==> src/rtl/mmu_pkg.sv <==
package mmu_pkg;
  // Function of a decoded I/O port; values equal the offset from the base port
  typedef enum logic [3:0] {
    FN_SEL  = 4'd0,
    FN_FHI  = 4'd1,
    FN_FLO  = 4'd2,
    FN_PTR3 = 4'd3,
    FN_PTR2 = 4'd4,
    FN_PTR1 = 4'd5,
    FN_PTR0 = 4'd6,
    FN_WIN  = 4'd7,
    FN_NONE = 4'd8
  } port_fn_e;
endpackage

==> src/rtl/mmu_io_decode.sv <==
module mmu_io_decode
  import mmu_pkg::*;
#(
  parameter int PORT_W = 8,
  parameter logic [PORT_W-1:0] BASE_PORT = 8'hF0
) (
  input  logic              ioreq,
  input  logic [PORT_W-1:0] port,
  output port_fn_e          fn
);
  localparam int NUM_PORTS = 8;
  logic [PORT_W-1:0] offs;

  always_comb begin
    offs = port - BASE_PORT;
    fn   = FN_NONE;
    if (ioreq && (port >= BASE_PORT) && (offs < PORT_W'(NUM_PORTS))) begin
      fn = port_fn_e'(offs[3:0]);
    end
  end
endmodule

==> src/rtl/mmu_page_table.sv <==
module mmu_page_table
  import mmu_pkg::*;
#(
  parameter int PAGE_BITS = 4,
  parameter int FRAME_W   = 14,
  parameter logic [FRAME_W-1:0] BOOT_FRAME = 14'h3FF0
) (
  input  logic                 clk,
  input  logic                 rst_n,
  input  logic                 wr_en,
  input  port_fn_e             fn,
  input  logic [7:0]           wdata,
  input  logic [PAGE_BITS-1:0] look_idx,
  output logic [FRAME_W-1:0]   look_frame,
  output logic [PAGE_BITS-1:0] sel_o,
  output logic [FRAME_W-1:0]   sel_frame
);
  localparam int NUM_PAGES = 1 << PAGE_BITS;

  logic [FRAME_W-1:0]   frames_q [NUM_PAGES];
  logic [FRAME_W-1:0]   frames_d [NUM_PAGES];
  logic [PAGE_BITS-1:0] sel_q, sel_d;

  // next state
  always_comb begin
    frames_d = frames_q;
    sel_d    = sel_q;
    if (wr_en) begin
      case (fn)
        FN_SEL: sel_d = wdata[PAGE_BITS-1:0];
        FN_FHI: frames_d[sel_q] = FRAME_W'({wdata, frames_q[sel_q][7:0]});
        FN_FLO: frames_d[sel_q] = FRAME_W'({frames_q[sel_q] >> 8, wdata});
        default: ;
      endcase
    end
  end

  // registers
  always_ff @(posedge clk or negedge rst_n) begin
    if (!rst_n) begin
      sel_q <= '0;
      for (int i = 0; i < NUM_PAGES; i++) begin
        frames_q[i] <= FRAME_W'(BOOT_FRAME + FRAME_W'(i));
      end
    end else if (wr_en) begin
      sel_q    <= sel_d;
      frames_q <= frames_d;
    end
  end

  assign look_frame = frames_q[look_idx];
  assign sel_o      = sel_q;
  assign sel_frame  = frames_q[sel_q];


  flo_wr_chk: assert property (@(posedge clk) disable iff (!rst_n)
    (wr_en && fn == FN_FLO) |=> (frames_q[$past(sel_q)][7:0] == $past(wdata)));

  sel_wr_chk: assert property (@(posedge clk) disable iff (!rst_n)
    (wr_en && fn == FN_SEL) |=> (sel_q == $past(wdata[PAGE_BITS-1:0])));
endmodule

==> src/rtl/mmu_window_ptr.sv <==
module mmu_window_ptr
  import mmu_pkg::*;
#(
  parameter int PADDR_W = 26
) (
  input  logic               clk,
  input  logic               rst_n,
  input  logic               wr_en,
  input  port_fn_e           fn,
  input  logic [7:0]         wdata,
  input  logic               adv,
  output logic [PADDR_W-1:0] ptr_o
);
  logic [PADDR_W-1:0] ptr_q, ptr_d;
  logic [31:0]        pad;
  logic               en;

  // next state
  always_comb begin
    pad = 32'(ptr_q);
    if (wr_en) begin
      case (fn)
        FN_PTR3: pad[31:24] = wdata;
        FN_PTR2: pad[23:16] = wdata;
        FN_PTR1: pad[15:8]  = wdata;
        FN_PTR0: pad[7:0]   = wdata;
        default: ;
      endcase
    end
    ptr_d = adv ? (ptr_q + 1'b1) : PADDR_W'(pad);
    en    = wr_en | adv;
  end

  // registers
  always_ff @(posedge clk or negedge rst_n) begin
    if (!rst_n) begin
      ptr_q <= '0;
    end else if (en) begin
      ptr_q <= ptr_d;
    end
  end

  assign ptr_o = ptr_q;


  ptr_step_chk: assert property (@(posedge clk) disable iff (!rst_n)
    adv |=> (ptr_q == PADDR_W'($past(ptr_q) + 1'b1)));

  ptr_hold_chk: assert property (@(posedge clk) disable iff (!rst_n)
    (!adv && !wr_en) |=> $stable(ptr_q));
endmodule

==> src/rtl/page_xlate_unit.sv <==
module page_xlate_unit
  import mmu_pkg::*;
#(
  parameter int LADDR_W   = 16,
  parameter int PAGE_BITS = 4,
  parameter int PADDR_W   = 26,
  parameter int PORT_W    = 8,
  parameter logic [PORT_W-1:0] BASE_PORT = 8'hF0,
  parameter logic [PADDR_W-LADDR_W+PAGE_BITS-1:0] BOOT_FRAME = 14'h3FF0
) (
  input  logic               clk,
  input  logic               rst_n,
  input  logic               cpu_mreq,
  input  logic               cpu_ioreq,
  input  logic               cpu_wr,
  input  logic [LADDR_W-1:0] cpu_addr,
  input  logic [7:0]         cpu_wdata,
  output logic [7:0]         cpu_rdata,
  output logic               cpu_wait,
  output logic               mem_req,
  output logic               mem_we,
  output logic [PADDR_W-1:0] mem_addr,
  output logic [7:0]         mem_wdata,
  input  logic [7:0]         mem_rdata,
  input  logic               mem_ack
);
  localparam int OFFS_W  = LADDR_W - PAGE_BITS;
  localparam int FRAME_W = PADDR_W - OFFS_W;

  port_fn_e             fn;
  logic                 win_req, mem_path, io_done, reg_wr, adv;
  logic [FRAME_W-1:0]   look_frame, sel_frame;
  logic [PAGE_BITS-1:0] sel;
  logic [PADDR_W-1:0]   ptr;
  logic [31:0]          ptr_pad, frame_pad;

  mmu_io_decode #(.PORT_W(PORT_W), .BASE_PORT(BASE_PORT)) dec_i (
    .ioreq (cpu_ioreq),
    .port  (cpu_addr[PORT_W-1:0]),
    .fn    (fn)
  );

  mmu_page_table #(.PAGE_BITS(PAGE_BITS), .FRAME_W(FRAME_W), .BOOT_FRAME(BOOT_FRAME)) tbl_i (
    .clk        (clk),
    .rst_n      (rst_n),
    .wr_en      (reg_wr),
    .fn         (fn),
    .wdata      (cpu_wdata),
    .look_idx   (cpu_addr[LADDR_W-1:OFFS_W]),
    .look_frame (look_frame),
    .sel_o      (sel),
    .sel_frame  (sel_frame)
  );

  mmu_window_ptr #(.PADDR_W(PADDR_W)) ptr_i (
    .clk   (clk),
    .rst_n (rst_n),
    .wr_en (reg_wr),
    .fn    (fn),
    .wdata (cpu_wdata),
    .adv   (adv),
    .ptr_o (ptr)
  );

  // request steering
  always_comb begin
    win_req   = (fn == FN_WIN);
    mem_path  = cpu_mreq && !cpu_ioreq;
    mem_req   = win_req || mem_path;
    cpu_wait  = mem_req && !mem_ack;
    io_done   = cpu_ioreq && !cpu_wait;
    reg_wr    = io_done && cpu_wr;
    adv       = win_req && mem_ack;
    mem_we    = cpu_wr;
    mem_wdata = cpu_wdata;
    mem_addr  = win_req ? ptr : {look_frame, cpu_addr[OFFS_W-1:0]};
  end

  // I/O read-back
  always_comb begin
    ptr_pad   = 32'(ptr);
    frame_pad = 32'(sel_frame);
    case (fn)
      FN_SEL:  cpu_rdata = 8'(sel);
      FN_FHI:  cpu_rdata = frame_pad[15:8];
      FN_FLO:  cpu_rdata = frame_pad[7:0];
      FN_PTR3: cpu_rdata = ptr_pad[31:24];
      FN_PTR2: cpu_rdata = ptr_pad[23:16];
      FN_PTR1: cpu_rdata = ptr_pad[15:8];
      FN_PTR0: cpu_rdata = ptr_pad[7:0];
      FN_WIN:  cpu_rdata = mem_rdata;
      default: cpu_rdata = 8'h00;
    endcase
  end


  reg_nowait_chk: assert property (@(posedge clk) disable iff (!rst_n)
    (cpu_ioreq && fn != FN_WIN) |-> !cpu_wait);

  io_nomem_chk: assert property (@(posedge clk) disable iff (!rst_n)
    (cpu_ioreq && fn != FN_WIN) |-> !mem_req);

  win_wait_chk: assert property (@(posedge clk) disable iff (!rst_n)
    (fn == FN_WIN && !mem_ack) |-> cpu_wait);
endmodule

==> config.mk <==
export PLATFORM = sky130hd
export DESIGN_NAME = page_xlate_unit
export DESIGN_NICKNAME = d
export VERILOG_FILES = /design/src/rtl/mmu_pkg.sv /design/src/rtl/mmu_io_decode.sv /design/src/rtl/mmu_page_table.sv /design/src/rtl/mmu_window_ptr.sv /design/src/rtl/page_xlate_unit.sv
export SDC_FILE = /design/constraint.sdc
export NUM_CORES = 1
export LEC_CHECK = 0
export CAP_MARGIN = 20
export CORE_ASPECT_RATIO = 1.5
export CORE_MARGIN = 8
export CORE_UTILIZATION = 45
export CTS_CLUSTER_DIAMETER = 30
export DETAILED_ROUTE_END_ITERATION = 7
export DONT_BUFFER_PORTS = 1
export MAX_ROUTING_LAYER = met4
export SLEW_MARGIN = 20
export SYNTH_ARGS = -nofsm -noshare
export SYNTH_HDL_FRONTEND = slang
export SYNTH_SLANG_ARGS = --single-unit
==> constraint.sdc <==
create_clock -name clk -period 2.5 [get_ports clk]
set_clock_uncertainty 0.2 [all_clocks]
set_input_delay 0.375 -clock clk [delete_from_list [all_inputs] [get_ports clk]]
set_output_delay 0.375 -clock clk [all_outputs]
set_load 0.01 [all_outputs]
; Word level (Yosys, flattened, before mapping)
; Cells that the tools add are included.
[totals]
reg_bits = 254
in_bits = 38
output_inout_bits = 45
word_cells = 83
[op_classes]
add_sub_neg = 2
magnitude_cmp = 5
eq_ne = 7
n_mux = 20
bitwise_logic = 3
n_reduce_logical = 25
[ops]
columns = op, count
row1 = 224-bit bitwise mux, 2
row2 = 224-bit one-hot mux with 2 select lines, 1
row3 = 14-bit binary-select mux with 4-bit select, 2
row4 = 26-bit 2-to-1 mux, 3
row5 = 14-bit 2-to-1 mux, 5
row6 = 8-bit one-hot mux with 8 select lines, 1
row7 = 14-bit demux with 4-bit select, 1
row8 = "26-bit by 1-bit adder with 26-bit output, second input constant", 1
row9 = 8-bit 2-to-1 mux, 3
row10 = "4-bit by 3-bit == test with 1-bit output, second input constant", 4
row11 = 3-bit AND reduction, 4
row12 = 2-bit nonzero test, 6
row13 = "5-bit greater-or-equal comparator, second input constant", 2
row14 = 4-bit inverter with 5-bit output, 2
row15 = "4-bit by 2-bit == test with 1-bit output, second input constant", 2
row16 = "8-bit greater-or-equal comparator, second input constant", 1
row17 = 1-bit logical AND, 8
row18 = "8-bit by 4-bit < comparator with 1-bit output, second input constant", 1
row19 = "8-bit subtractor, second input constant", 1
row20 = "5-bit by 1-bit < comparator with 1-bit output, second input constant", 1
row21 = "4-bit by 1-bit == test with 1-bit output, second input constant", 1
row22 = 4-bit logical NOT, 1
row23 = 4-bit 2-to-1 mux, 1
row24 = 2-bit AND reduction, 2
row25 = 4 further kinds, 6

; Longest topological paths before layout
[logic_depth]
ltp_word = 12
ltp_mapped = 9

; Hierarchy
; Synthesis repeated with hierarchy kept, for this count alone.
[unflattened]
hier_cells = 1475
hier_area_um2 = 15776.4
[modules_own_cells]
columns = module, instances, cells_per_inst, area_per_inst_um2, seq_area_each_um2
row1 = mmu_page_table, 1, 1164, 12962.4, 5945.7
row2 = mmu_window_ptr, 1, 188, 1681.6, 650.6
row3 = page_xlate_unit, 1, 115, 1082.3, 0.0
row4 = mmu_io_decode, 1, 8, 50.0, 0.0

; Least setup slack after synthesis
; No wires, ideal clock.
[synth_timing]
kind = input -> output
startpoint = in cpu_addr[12]
endpoint = out mem_addr[12]
arrival_ns = 2.192
t_required_ns = 1.925
slack_ns = -0.267
path_stages = 5
path_cell_list = buf_2 -> buf_2 -> mux4_2 -> mux4_2 -> mux2_2
[synth_between]
elab_chain_len = 5
[synth_rtl]
columns = item, line_no
row1 = start: declaration, page_xlate_unit.sv:16  ; input logic [LADDR_W-1:0] cpu_addr,
row2 = 4-bit inverter with 5-bit output (not written as such), mmu_page_table.sv:51  ; assign look_frame = frames_q[look_idx];
row3 = 14-bit binary-select mux with 4-bit select, mmu_page_table.sv:51
row4 = 14-bit 2-to-1 mux (not written as such) (2 in a row), mmu_page_table.sv:51
row5 = 26-bit 2-to-1 mux, page_xlate_unit.sv:76  ; mem_addr = win_req ? ptr : {look_frame, cpu_addr[OFFS_W-1:0]};
row6 = end: declaration, page_xlate_unit.sv:22  ; output logic [PADDR_W-1:0] mem_addr,
; No other way between the ends. The select of a mux whose other input is x is not followed.

; Worst setup path in the final report
[layout_timing]
startpoint = reg tbl_i.sel_q[0], in the netlist tbl_i.sel_o[0]
endpoint = out cpu_rdata[3]
[layout_between]
elab_chain_len = 5
[layout_rtl]
columns = item, line_no
row1 = start: declaration, mmu_page_table.sv:22  ; logic [PAGE_BITS-1:0] sel_q, sel_d;
row2 = start signal: assignment, mmu_page_table.sv:46  ; sel_q <= sel_d;
row3 = 4-bit inverter with 5-bit output (not written as such), mmu_page_table.sv:53  ; assign sel_frame = frames_q[sel_q];
row4 = 14-bit binary-select mux with 4-bit select, mmu_page_table.sv:53
row5 = 14-bit 2-to-1 mux (not written as such) (2 in a row), mmu_page_table.sv:53
row6 = 8-bit one-hot mux with 8 select lines, page_xlate_unit.sv:83  ; case (fn)
row7 = end: declaration, page_xlate_unit.sv:18  ; output logic [7:0] cpu_rdata,
; No other way between the ends. The select of a mux whose other input is x is not followed.

==> flow_metrics.py <==
metrics = {
    "global_route": {
        "grt_overflow": 0,
        "grt_antenna_before_repair": 5,
        "grt_usage_pct": 29.10,
        "grt_max_degree": 255,
        "grt_pass1_vias": 12680,
        "grt_pass1_wl_mm": 81.41,
    },
    "cts": {
        "clk_pin_slew_ns": 0.06,
        "cts_tree": "built",
        "cts.htree.levels": 2,
        "clock_sinks": 254,
        "cts_root_buf": "clkbuf_16",
        "cts-buffers-inserted": 42,
        "clkLatencyLatePin_ns": 0.55,
        "cts_buffer_depth": 3,
    },
    "logic_synthesis": {
        "yosysSeqAreaShare_pct": 44.91,
        "syn_inst": 1328,
        "synth_edf_count": 0,
        "syn_area_um2": 14690,
        "yosysWarnings": 0,
        "ys_seq_elements": 254,
        "syn_avg_cell_area_um2": 11.06,
        "ys.flop_type": "dfstp_2",
        "synth_fp_nets": 1367,
        "synth-async-reset-ratio_pct": 100.0,
        "synth_cell_type_count": 57,
    },
    "route": {
        "routed_wl_mm": 54.81,
        "vias": 12380,
        "firstDrtPassIters": 6,
        "vias_per_cell": 6.480,
        "avgRoutedWirePerCell_um": 28.69,
        "first_iter_violations": 1227,
        "final_antenna_net_count": 0,
        "remaining_drc_errors": 0,
    },
    "sta": {
        "fin_crit_sh_pct": 126.8,
        "slew_headroom_pct": 54.44,
        "rsz0062_at_grt": "yes",
        "final_hold_viol_count": 254,
        "worst_pin_slew_ns": 0.6835,
        "fmax_ghz": 0.3156,
        "drv_slew": 0,
        "layout_setup_ws_ns": -0.6688,
        "whs_ns": -0.6883,
        "period_needed_ns": 3.169,
        "final.setup.tns_ns": -12.80,
        "setup_viol": 54,
    },
    "power": {
        "internal-power_mw": 8.069,
        "ir_worst_vdd_mv": 0.3832,
        "power.net_switching_mw": 2.489,
        "combPwrFrac_pct": 4.4,
        "pwr-share-clk_pct": 55.8,
        "switching_share_pct": 23.57,
        "power.leakage_nw": 7.264,
        "power_frac_seq_pct": 39.8,
        "power.density_nw_per_um2": 572.1,
        "p_total_mw": 10.56,
    },
    "floorplan": {
        "coreArea_um2": 32430,
        "ios": 83,
        "dieArea_um2": 38800,
        "rows": 81,
        "initial_core_util_pct": 45.29,
        "die_h_um": 237.3,
        "die_x_um": 163.5,
    },
    "run_status": {
        "status": "finished with violations",
        "violations": "hold timing, setup timing",
    },
    "final_layout": {
        "final_cell_mix": "241 x nor2_1, 221 x a21oi_1, 192 x dfstp_2, 159 x buf_4, 132 x mux4_2",
        "n_fill_cell": 2678,
        "drive_gt1_share_pct": 46.78,
        "seq_area_um2": 6603,
        "multi_input_area_um2": 7651,
        "mostFrequentLayoutCell": "nor2_1",
        "fin_cells": 1910,
        "nets": 1496,
        "area_delta_synth_final_pct": 25.64,
        "postLayoutCoreUtil_pct": 56.90,
    },
    "critical_path": {
        "crit_chain": "buf_12, mux4_2, a22oi_2, a31oi_1, a221oi_2, a21oi_2, buf_4",
        "crit_path_max_incr_delay_ns": 0.52,
        "crit_type": "reg2out",
        "critPathArrivalTime_ns": 2.59,
        "path_delay_family": "compound AO/OA/AOI/OAI gates",
        "crit_path_top_delay_cell": "mux4_2",
        "cp-start-kind": "flip-flop",
        "worst_setup_path_end_kind": "output pin",
        "cp_data_required_time_ns": 1.92,
        "crit_buf_inv": 2,
        "crit_fanout": 17,
    },
    "placement": {
        "io_buffers": 0,
        "gp_congestion": 0.9539,
        "place_inst": 1784,
        "dp_slack_ns": -0.2458,
        "dp_hpwl_mm": 37.03,
    },
    "min_path": {
        "hold_class": "in2async",
    },
    "job": {
        "cap_violations": 0,
    },
}
[cell usage after synthesis, types with 16 or more instances]
| master | instances | share of area (%) |
|---|---|---|
| nand3_1 | 24 | 0.82 |
| nor2_1 | 243 | 6.2 |
| and4_1 | 20 | 1.2 |
| clkbuf_1 | 55 | 1.4 |
| dfrtp_1 | 62 | 11 |
| dfstp_2 | 192 | 34 |
| a22oi_1 | 16 | 0.82 |
| mux2_2 | 33 | 2.5 |
| mux4_2 | 132 | 20 |
| nand2_1 | 48 | 1.2 |
| inv_1 | 26 | 0.66 |
| mux2i_1 | 23 | 1.6 |
| nor3_1 | 20 | 0.68 |
| buf_2 | 49 | 1.7 |
| a21oi_1 | 227 | 7.7 |
| buf_4 | 21 | 1.1 |
[through the flow]
stage	hold slack [ns]	instance area (um2)
2_1_floorplan	-0.1206	14770
6_report	-0.6883	18450
5_1_grt	-0.6962	18450
3_3_place_gp	-0.1132	16320
4_1_cts	-0.6910	18270
3_5_place_dp	-0.1132	16320
[power by group through the flow]
stage               Combinational [mW]  Clock (mW)  Sequential [mW]
finish                           0.467        5.89             4.20
global route                     0.485        6.15             4.20
CTS                              0.449        5.96             4.20
detailed placement               0.397           0             4.26
global placement                 0.396           0             4.26
floorplan                        0.342           0             4.24
[routing by layer]
metal / track usage [%] / routed length, um
met3: 5.351 / 4156
met1: 32.59 / 19160
met2: 47.10 / 27530
met5: - / 0
met4: 18.84 / 3954
[what timing repair did]
item / 4_1_cts / 5_1_grt
gates resized for setup: 37 / 29
setup buffers: 27 / 5
hold endpoints to repair: 370 / 256
hold buffers: 11 / 1
pin swaps: 1 / 4
endpoints found under the setup margin: 120 / 133
[kinds of logic after synthesis]
| group | count (synthesis) | share of synthesized area (%) |
|---|---|---|
| AND/OR/NAND/NOR | 409 | 12.74 |
| AO/OA/AOI/OAI | 306 | 11.62 |
| flip-flops | 254 | 44.91 |
| multiplexers | 197 | 25.36 |
| buffers and inverters | 156 | 4.992 |
| XOR/XNOR | 5 | 0.2982 |
| adder cells (fa/ha/maj) | 1 | 0.08517 |
[final cells by class]
class                      instances  area share, %
antenna                            5        0.06780
clock buffer                      50          6.028
inverter                          26         0.5289
multi-input combinational        918          41.46
timing repair buffer             215          11.56
clock inverter                    27          1.763
tap                              415          2.814
sequential                       254          35.78
[state kept, by name, indices dropped and copies added (netlist names)]
name,cells
tbl_i.frames_q,224
ptr_i.ptr_o,26
tbl_i.sel_o,4
[worst paths after layout]
| kind | from | end | slack, ns | depth (start not counted) |
|---|---|---|---|---|
| worst max-delay path | tbl_i.sel_o[0]$_DFFE_PN0P_ | cpu_rdata[3] | -0.67 | 7 |
| worst min-delay path | rst_n | tbl_i.frames_q[85]$_DFFE_PN0P_ | -0.69 | 0 |
| worst max register to register | tbl_i.sel_o[0]$_DFFE_PN0P_ | tbl_i.frames_q[77]$_DFFE_PN1P_ | -0.14 | 8 |
| worst min register to register | tbl_i.frames_q[57]$_DFFE_PN1P_ | tbl_i.frames_q[57]$_DFFE_PN1P_ | 0.27 | 2 |
| max in group asynchronous | rst_n | tbl_i.sel_o[1]$_DFFE_PN0P_ | 2.13 | 0 |
| min in group clk | cpu_wdata[3] | tbl_i.frames_q[157]$_DFFE_PN0P_ | 0.01 | 3 |
No activity file was read; power rests on OpenSTA's default activity.
